[src/rtl/defl_guard_pkg.sv]
package defl_guard_pkg;
    localparam int NCH    = 2;
    localparam int CH_OVP = 0;
    localparam int CH_BCL = 1;

    localparam logic [1:0] ADDR_STAT = 2'd0;
    localparam logic [1:0] ADDR_CTRL = 2'd1;

    localparam int CTRL_EN  = 0;
    localparam int CTRL_REQ = 1;
    localparam int CTRL_PRT = 2;

    typedef enum logic [1:0] {
        ST_RUN  = 2'd0,
        ST_RAMP = 2'd1,
        ST_OFF  = 2'd2,
        ST_PROT = 2'd3
    } sd_state_e;
endpackage

[src/rtl/dg_check_timer.sv]
module dg_check_timer #(
    parameter int CHECK_MS = 50
) (
    input  logic clk,
    input  logic rst_n,
    input  logic ms_tick,
    output logic strobe
);
    localparam int CW = $clog2(CHECK_MS + 1);
    localparam logic [CW-1:0] LAST = CW'(CHECK_MS - 1);

    logic [CW-1:0] cnt;

    assign strobe = ms_tick && (cnt == LAST);

    always_ff @(posedge clk) begin
        if (!rst_n) begin
            cnt <= '0;
        end else if (ms_tick) begin
            if (cnt == LAST) cnt <= '0;
            else             cnt <= cnt + 1'b1;
        end
    end
endmodule

[src/rtl/dg_fault_chan.sv]
module dg_fault_chan #(
    parameter int CONFIRM_N = 5
) (
    input  logic clk,
    input  logic rst_n,
    input  logic fault_in,
    input  logic clr,
    input  logic strobe,
    output logic stat,
    output logic conf
);
    localparam int RW = $clog2(CONFIRM_N + 1);
    localparam logic [RW-1:0] LAST = RW'(CONFIRM_N - 1);
    localparam logic [RW-1:0] FULL = RW'(CONFIRM_N);

    logic [RW-1:0] run;

    // sticky status: a live fault wins over a clearing write
    always_ff @(posedge clk) begin
        if (!rst_n) stat <= 1'b0;
        else        stat <= (stat && !clr) || fault_in;
    end

    // run of consecutive strobes that saw the status set
    always_ff @(posedge clk) begin
        if (!rst_n) begin
            run  <= '0;
            conf <= 1'b0;
        end else if (strobe) begin
            if (stat) begin
                if (run != FULL) run <= run + 1'b1;
                if (run == LAST) conf <= 1'b1;
            end else begin
                run <= '0;
            end
        end
    end
endmodule

[src/rtl/dg_shutdown_fsm.sv]
module dg_shutdown_fsm
    import defl_guard_pkg::*;
#(
    parameter int RAMP_TICKS = 20
) (
    input  logic clk,
    input  logic rst_n,
    input  logic ms_tick,
    input  logic defl_en,
    input  logic trip,
    output logic hout_en,
    output logic hout_stopping,
    output logic prot_mode
);
    localparam int KW = $clog2(RAMP_TICKS + 1);
    localparam logic [KW-1:0] LAST = KW'(RAMP_TICKS - 1);

    sd_state_e     state, state_nx;
    logic [KW-1:0] ramp_cnt;
    logic          ramp_done;

    assign ramp_done = ms_tick && (ramp_cnt == LAST);

    always_ff @(posedge clk) begin
        if (!rst_n) state <= ST_RUN;
        else        state <= state_nx;
    end

    always_ff @(posedge clk) begin
        if (!rst_n)                             ramp_cnt <= '0;
        else if (state != ST_RAMP)              ramp_cnt <= '0;
        else if (ms_tick && ramp_cnt != LAST)   ramp_cnt <= ramp_cnt + 1'b1;
    end

    always_comb begin
        state_nx = state;
        unique case (state)
            ST_RUN:  if (!defl_en) state_nx = ST_RAMP;
            ST_RAMP: if (ramp_done) state_nx = trip ? ST_PROT : ST_OFF;
            ST_OFF: begin
                if (trip)         state_nx = ST_PROT;
                else if (defl_en) state_nx = ST_RUN;
            end
            ST_PROT: state_nx = ST_PROT;
            default: state_nx = ST_RUN;
        endcase
    end

    always_comb begin
        hout_en       = 1'b0;
        hout_stopping = 1'b0;
        prot_mode     = 1'b0;
        unique case (state)
            ST_RUN:  hout_en = 1'b1;
            ST_RAMP: begin
                hout_en       = 1'b1;
                hout_stopping = 1'b1;
            end
            ST_OFF:  hout_en = 1'b0;
            ST_PROT: prot_mode = 1'b1;
            default: hout_en = 1'b0;
        endcase
    end
endmodule

[src/rtl/defl_guard_top.sv]
module defl_guard_top
    import defl_guard_pkg::*;
#(
    parameter int CHECK_MS   = 50,
    parameter int CONFIRM_N  = 5,
    parameter int RAMP_TICKS = 20
) (
    input  logic       clk,
    input  logic       rst_n,
    input  logic       ms_tick,
    input  logic       ovp_in,
    input  logic       bcl_in,
    input  logic       wr_en,
    input  logic       rd_en,
    input  logic [1:0] addr,
    input  logic [7:0] wdata,
    output logic [7:0] rdata,
    output logic       irq,
    output logic       hout_en,
    output logic       hout_stopping,
    output logic       prot_mode
);
    logic [NCH-1:0] fault_in;
    logic [NCH-1:0] clr;
    logic [NCH-1:0] stat;
    logic [NCH-1:0] conf;
    logic           strobe;
    logic           defl_en;
    logic           prot_req;
    logic           trip;
    logic           wr_stat;
    logic           wr_ctrl;

    assign fault_in[CH_OVP] = ovp_in;
    assign fault_in[CH_BCL] = bcl_in;
    assign wr_stat = wr_en && (addr == ADDR_STAT);
    assign wr_ctrl = wr_en && (addr == ADDR_CTRL);
    assign irq     = |stat;

    dg_check_timer #(.CHECK_MS(CHECK_MS)) u_timer (
        .clk    (clk),
        .rst_n  (rst_n),
        .ms_tick(ms_tick),
        .strobe (strobe)
    );

    for (genvar i = 0; i < NCH; i++) begin : g_chan
        assign clr[i] = wr_stat && wdata[i];
        dg_fault_chan #(.CONFIRM_N(CONFIRM_N)) u_chan (
            .clk     (clk),
            .rst_n   (rst_n),
            .fault_in(fault_in[i]),
            .clr     (clr[i]),
            .strobe  (strobe),
            .stat    (stat[i]),
            .conf    (conf[i])
        );
    end

    // control register; the automatic clear outranks a same-cycle write
    always_ff @(posedge clk) begin
        if (!rst_n) begin
            defl_en  <= 1'b1;
            prot_req <= 1'b0;
            trip     <= 1'b0;
        end else begin
            if (wr_ctrl) begin
                prot_req <= wdata[CTRL_REQ];
                if (!trip) defl_en <= wdata[CTRL_EN];
            end
            if (!trip && prot_req && (|conf)) begin
                trip    <= 1'b1;
                defl_en <= 1'b0;
            end
        end
    end

    dg_shutdown_fsm #(.RAMP_TICKS(RAMP_TICKS)) u_fsm (
        .clk          (clk),
        .rst_n        (rst_n),
        .ms_tick      (ms_tick),
        .defl_en      (defl_en),
        .trip         (trip),
        .hout_en      (hout_en),
        .hout_stopping(hout_stopping),
        .prot_mode    (prot_mode)
    );

    always_comb begin
        rdata = '0;
        if (rd_en) begin
            unique case (addr)
                ADDR_STAT: begin
                    rdata[NCH-1:0]     = stat;
                    rdata[2*NCH-1:NCH] = conf;
                end
                ADDR_CTRL: begin
                    rdata[CTRL_EN]  = defl_en;
                    rdata[CTRL_REQ] = prot_req;
                    rdata[CTRL_PRT] = prot_mode;
                end
                default: rdata = '0;
            endcase
        end
    end
endmodule

[config.mk]
export PLATFORM = sky130hd
export DESIGN_NAME = defl_guard_top
export DESIGN_NICKNAME = d
export VERILOG_FILES = /design/src/rtl/defl_guard_pkg.sv /design/src/rtl/dg_check_timer.sv /design/src/rtl/dg_fault_chan.sv /design/src/rtl/dg_shutdown_fsm.sv /design/src/rtl/defl_guard_top.sv
export SDC_FILE = /design/constraint.sdc
export NUM_CORES = 1
export LEC_CHECK = 0
export ABC_AREA = 1
export BUFFER_PORTS_ARGS = -buffer_cell sky130_fd_sc_hd__buf_4
export CORE_ASPECT_RATIO = 1.2
export CORE_MARGIN = 5
export CORE_UTILIZATION = 54
export DETAILED_ROUTE_END_ITERATION = 12
export PLACE_DENSITY = 0.9
export SLEW_MARGIN = 40
export SYNTH_ARGS = -nofsm -noshare
export SYNTH_HDL_FRONTEND = slang
export SYNTH_SLANG_ARGS = --single-unit
[constraint.sdc]
create_clock -name clk -period 1.64 [get_ports clk]
set_clock_uncertainty 0.05 [all_clocks]
set_input_delay 0.164 -clock clk [delete_from_list [all_inputs] [get_ports clk]]
set_output_delay 0.164 -clock clk [all_outputs]
set_load 0.05 [all_outputs]
==> results.yml <==
logic_synthesis:
  synth-edff-count: 0
  netlist_area_sq_um: 1450
  async_reset_ff_share_pct: 0
  synth-main-ff-cell: "dfxtp_1"
  syn_avg_cell_area_sq_um: 6.83
  synth.ff_latch_count: 26
  synth_cell_type_count: 22
  yosysSeqAreaShare_pct: 36.0
  yosys_warnings: 0
  synth_cells: 212
pwr:
  irDropWorstVdd_mv: 0.672
  power_leakage_uw: 0.000745
  powerDensity_nw_per_um2: 887
critical_path:
  required_ns: 1.43
  crit_path_start_kind: "flip-flop"
  worstPathArrival_ns: 1.28
  path_class: "reg -> out"
  worst-path-max-fanout: 6
  worstSetupEndpointType: "output port"
global_routing:
  antenna_found_initial: 0
  grt_max_degree: 16
  busiest_layer: "met2"
  grtUsageMet2_pct: 30.9
  grt_pass1_wl_microns: 4980
  grt_use_met1_pct: 18.2
  grt_pass1_vias: 1240
  grt_use_met3_pct: 2.13
  track_usage_pct: 16.2
  overflow: 0
clock_network:
  clk_latency_ns: 0.32
  cts.sink_count: 26
  clk_pin_slew_ns: 0.14
  tritoncts: "done"
  cts_inserted_buffers: 3
  clockBufferDepth: 2
  h-tree-depth: 1
  cts-root-buf: "clkbuf_4"
timing:
  rsz0062_at_grt: "no"
  setup_viol: 0
  tns_ns: 0
  period_needed_ns: 1.50
  fmax_mhz: 668
  timing.final.ws_setup_ns: 0.143
  hold_violations: 0
  finalCritPeriodShare_pct: 91.3
  slew_violations: 0
routing:
  ant_nets: 0
  avgRoutedWirePerCell_microns: 10.5
  drt-total-wl_microns: 2800
  first_pass_iters: 4
  dr.first_iter.drc_count: 44
  drc: 0
  via_per_inst: 5.00
  num_vias: 1331
floorplan:
  die_w_microns: 57.3
  ios: 29
  rows: 20
  die_h_microns: 66.7
  initial_core_util_pct: 56.7
  dieArea_sq_um: 3820
  fp.coreArea_sq_um: 2550
outcome:
  status: "complete, no violations"
placement:
  portBuffers: 18
  dpl.cell_count: 260
  gp_congestion: 0.842
  dp_hpwl_microns: 2180
  pre_cts_ws_ns: 0.308
final_layout:
  mostFrequentLayoutCell: "nand2_1"
  nets: 260
  syn_to_final_growth_pct: 16.0
  antenna_cells: 0
  stdcell_count: 266
  layout_common_cells: "50 x nand2_1, 31 x inv_1, 27 x nor2_1"
  drive_above_1_share_pct: 12.9
hold_path:
  hold_path_class: "in -> reg"
flow_run:
  maxCapViolCount: 0
## timing repair
item / in CTS / in global routing
buffers inserted: 0 / 0
resized for setup: 0 / 1
endpoints found under the hold margin: 2 / 0
hold buffers: 2 / 0
setup endpoints to repair: 0 / 1
## synthesized netlist by cell type (2+ instances only)
cell type / count / share of area (%)
nor3_1: 4 / 1.4
xor2_1: 2 / 1.2
nand2_1: 50 / 13
inv_1: 31 / 8.0
a21oi_1: 19 / 6.6
dfxtp_1: 26 / 36
nor3b_1: 2 / 1.0
xnor2_1: 2 / 1.2
buf_4: 4 / 2.1
o21ai_0: 6 / 2.1
nand3_1: 15 / 5.2
nor2_4: 2 / 1.6
nand4_1: 6 / 2.6
nor2_1: 27 / 7.0
ha_1: 9 / 7.8
## kinds of logic after synthesis
family | after synthesis | share of synthesized area, %
AOI/OAI and AO/OA | 26 | 9.16
xor gates and xnor gates | 4 | 2.42
adders and majority gates | 9 | 7.78
buffers and inverters | 38 | 11.1
DFF | 26 | 36.0
other | 1 | 0.259
and+or+nand+nor | 108 | 33.4
## power breakdown
group,internal (uW),total [uW],switching [uW]
sequential,667,696,28.6
combinational,107,352,245
clock,247,442,195
## path summary, 6_finish.rpt
path | cells past startpoint | slack, ns | startpoint | endpoint
setup / recovery | 3 | 0.14 | g_chan[0].u_chan.stat | rdata[0]
hold / removal | 2 | 0.03 | rst_n | defl_en
setup reg to reg | 7 | 0.27 | u_fsm.ramp_cnt[0] | u_fsm.ramp_cnt[2]
hold reg to reg | 2 | 0.43 | g_chan[0].u_chan.conf | g_chan[0].u_chan.conf
## stage by stage
| stage | hold WS (ns) | area, sq um | util (%) | power [uW] |
|---|---|---|---|---|
| floorplan | 0.198 | 1470 | - | 962 |
| global placement | 0.322 | 1610 | 62.9 | 1050 |
| detailed placement | 0.335 | 1610 | 62.9 | 1060 |
| CTS | 0.0219 | 1680 | 65.7 | 1500 |
| global route | 0.0326 | 1680 | 65.8 | 1570 |
| finish | 0.0330 | 1680 | 65.8 | 1490 |
## worst max-delay path: stages (launching register included)
cell     delay, ns
dfxtp_1       0.46
nand2_1       0.09
a21oi_1       0.18
buf_4         0.23
## routing by layer
layer | wire length (microns) | part of all wire (%)
met5 | 0 | 0
met4 | 55 | 2.0
met3 | 107 | 3.8
met2 | 1420 | 51
met1 | 1220 | 44
## sequential cells by signal, indices dropped and copies added, names as in the netlist
register and count:
u_timer.cnt 6, prot_req 1, defl_en 1, trip 1, g_chan.u_chan.conf 2, u_fsm.ramp_cnt 5
u_fsm.state 2, g_chan.u_chan.run 6, g_chan.u_chan.stat 2
## final cells by class
cell class | count | area (sq um)
fillers | 239 | 873
inverters | 32 | 121
clock buffers | 3 | 22.5
clock inverters | 1 | 30.0
well taps | 33 | 41.3
multi-input cells | 151 | 787
flip-flops and latches | 26 | 522
repair buffers | 20 | 155
Note: power is estimated with default switching activity, not from simulation.
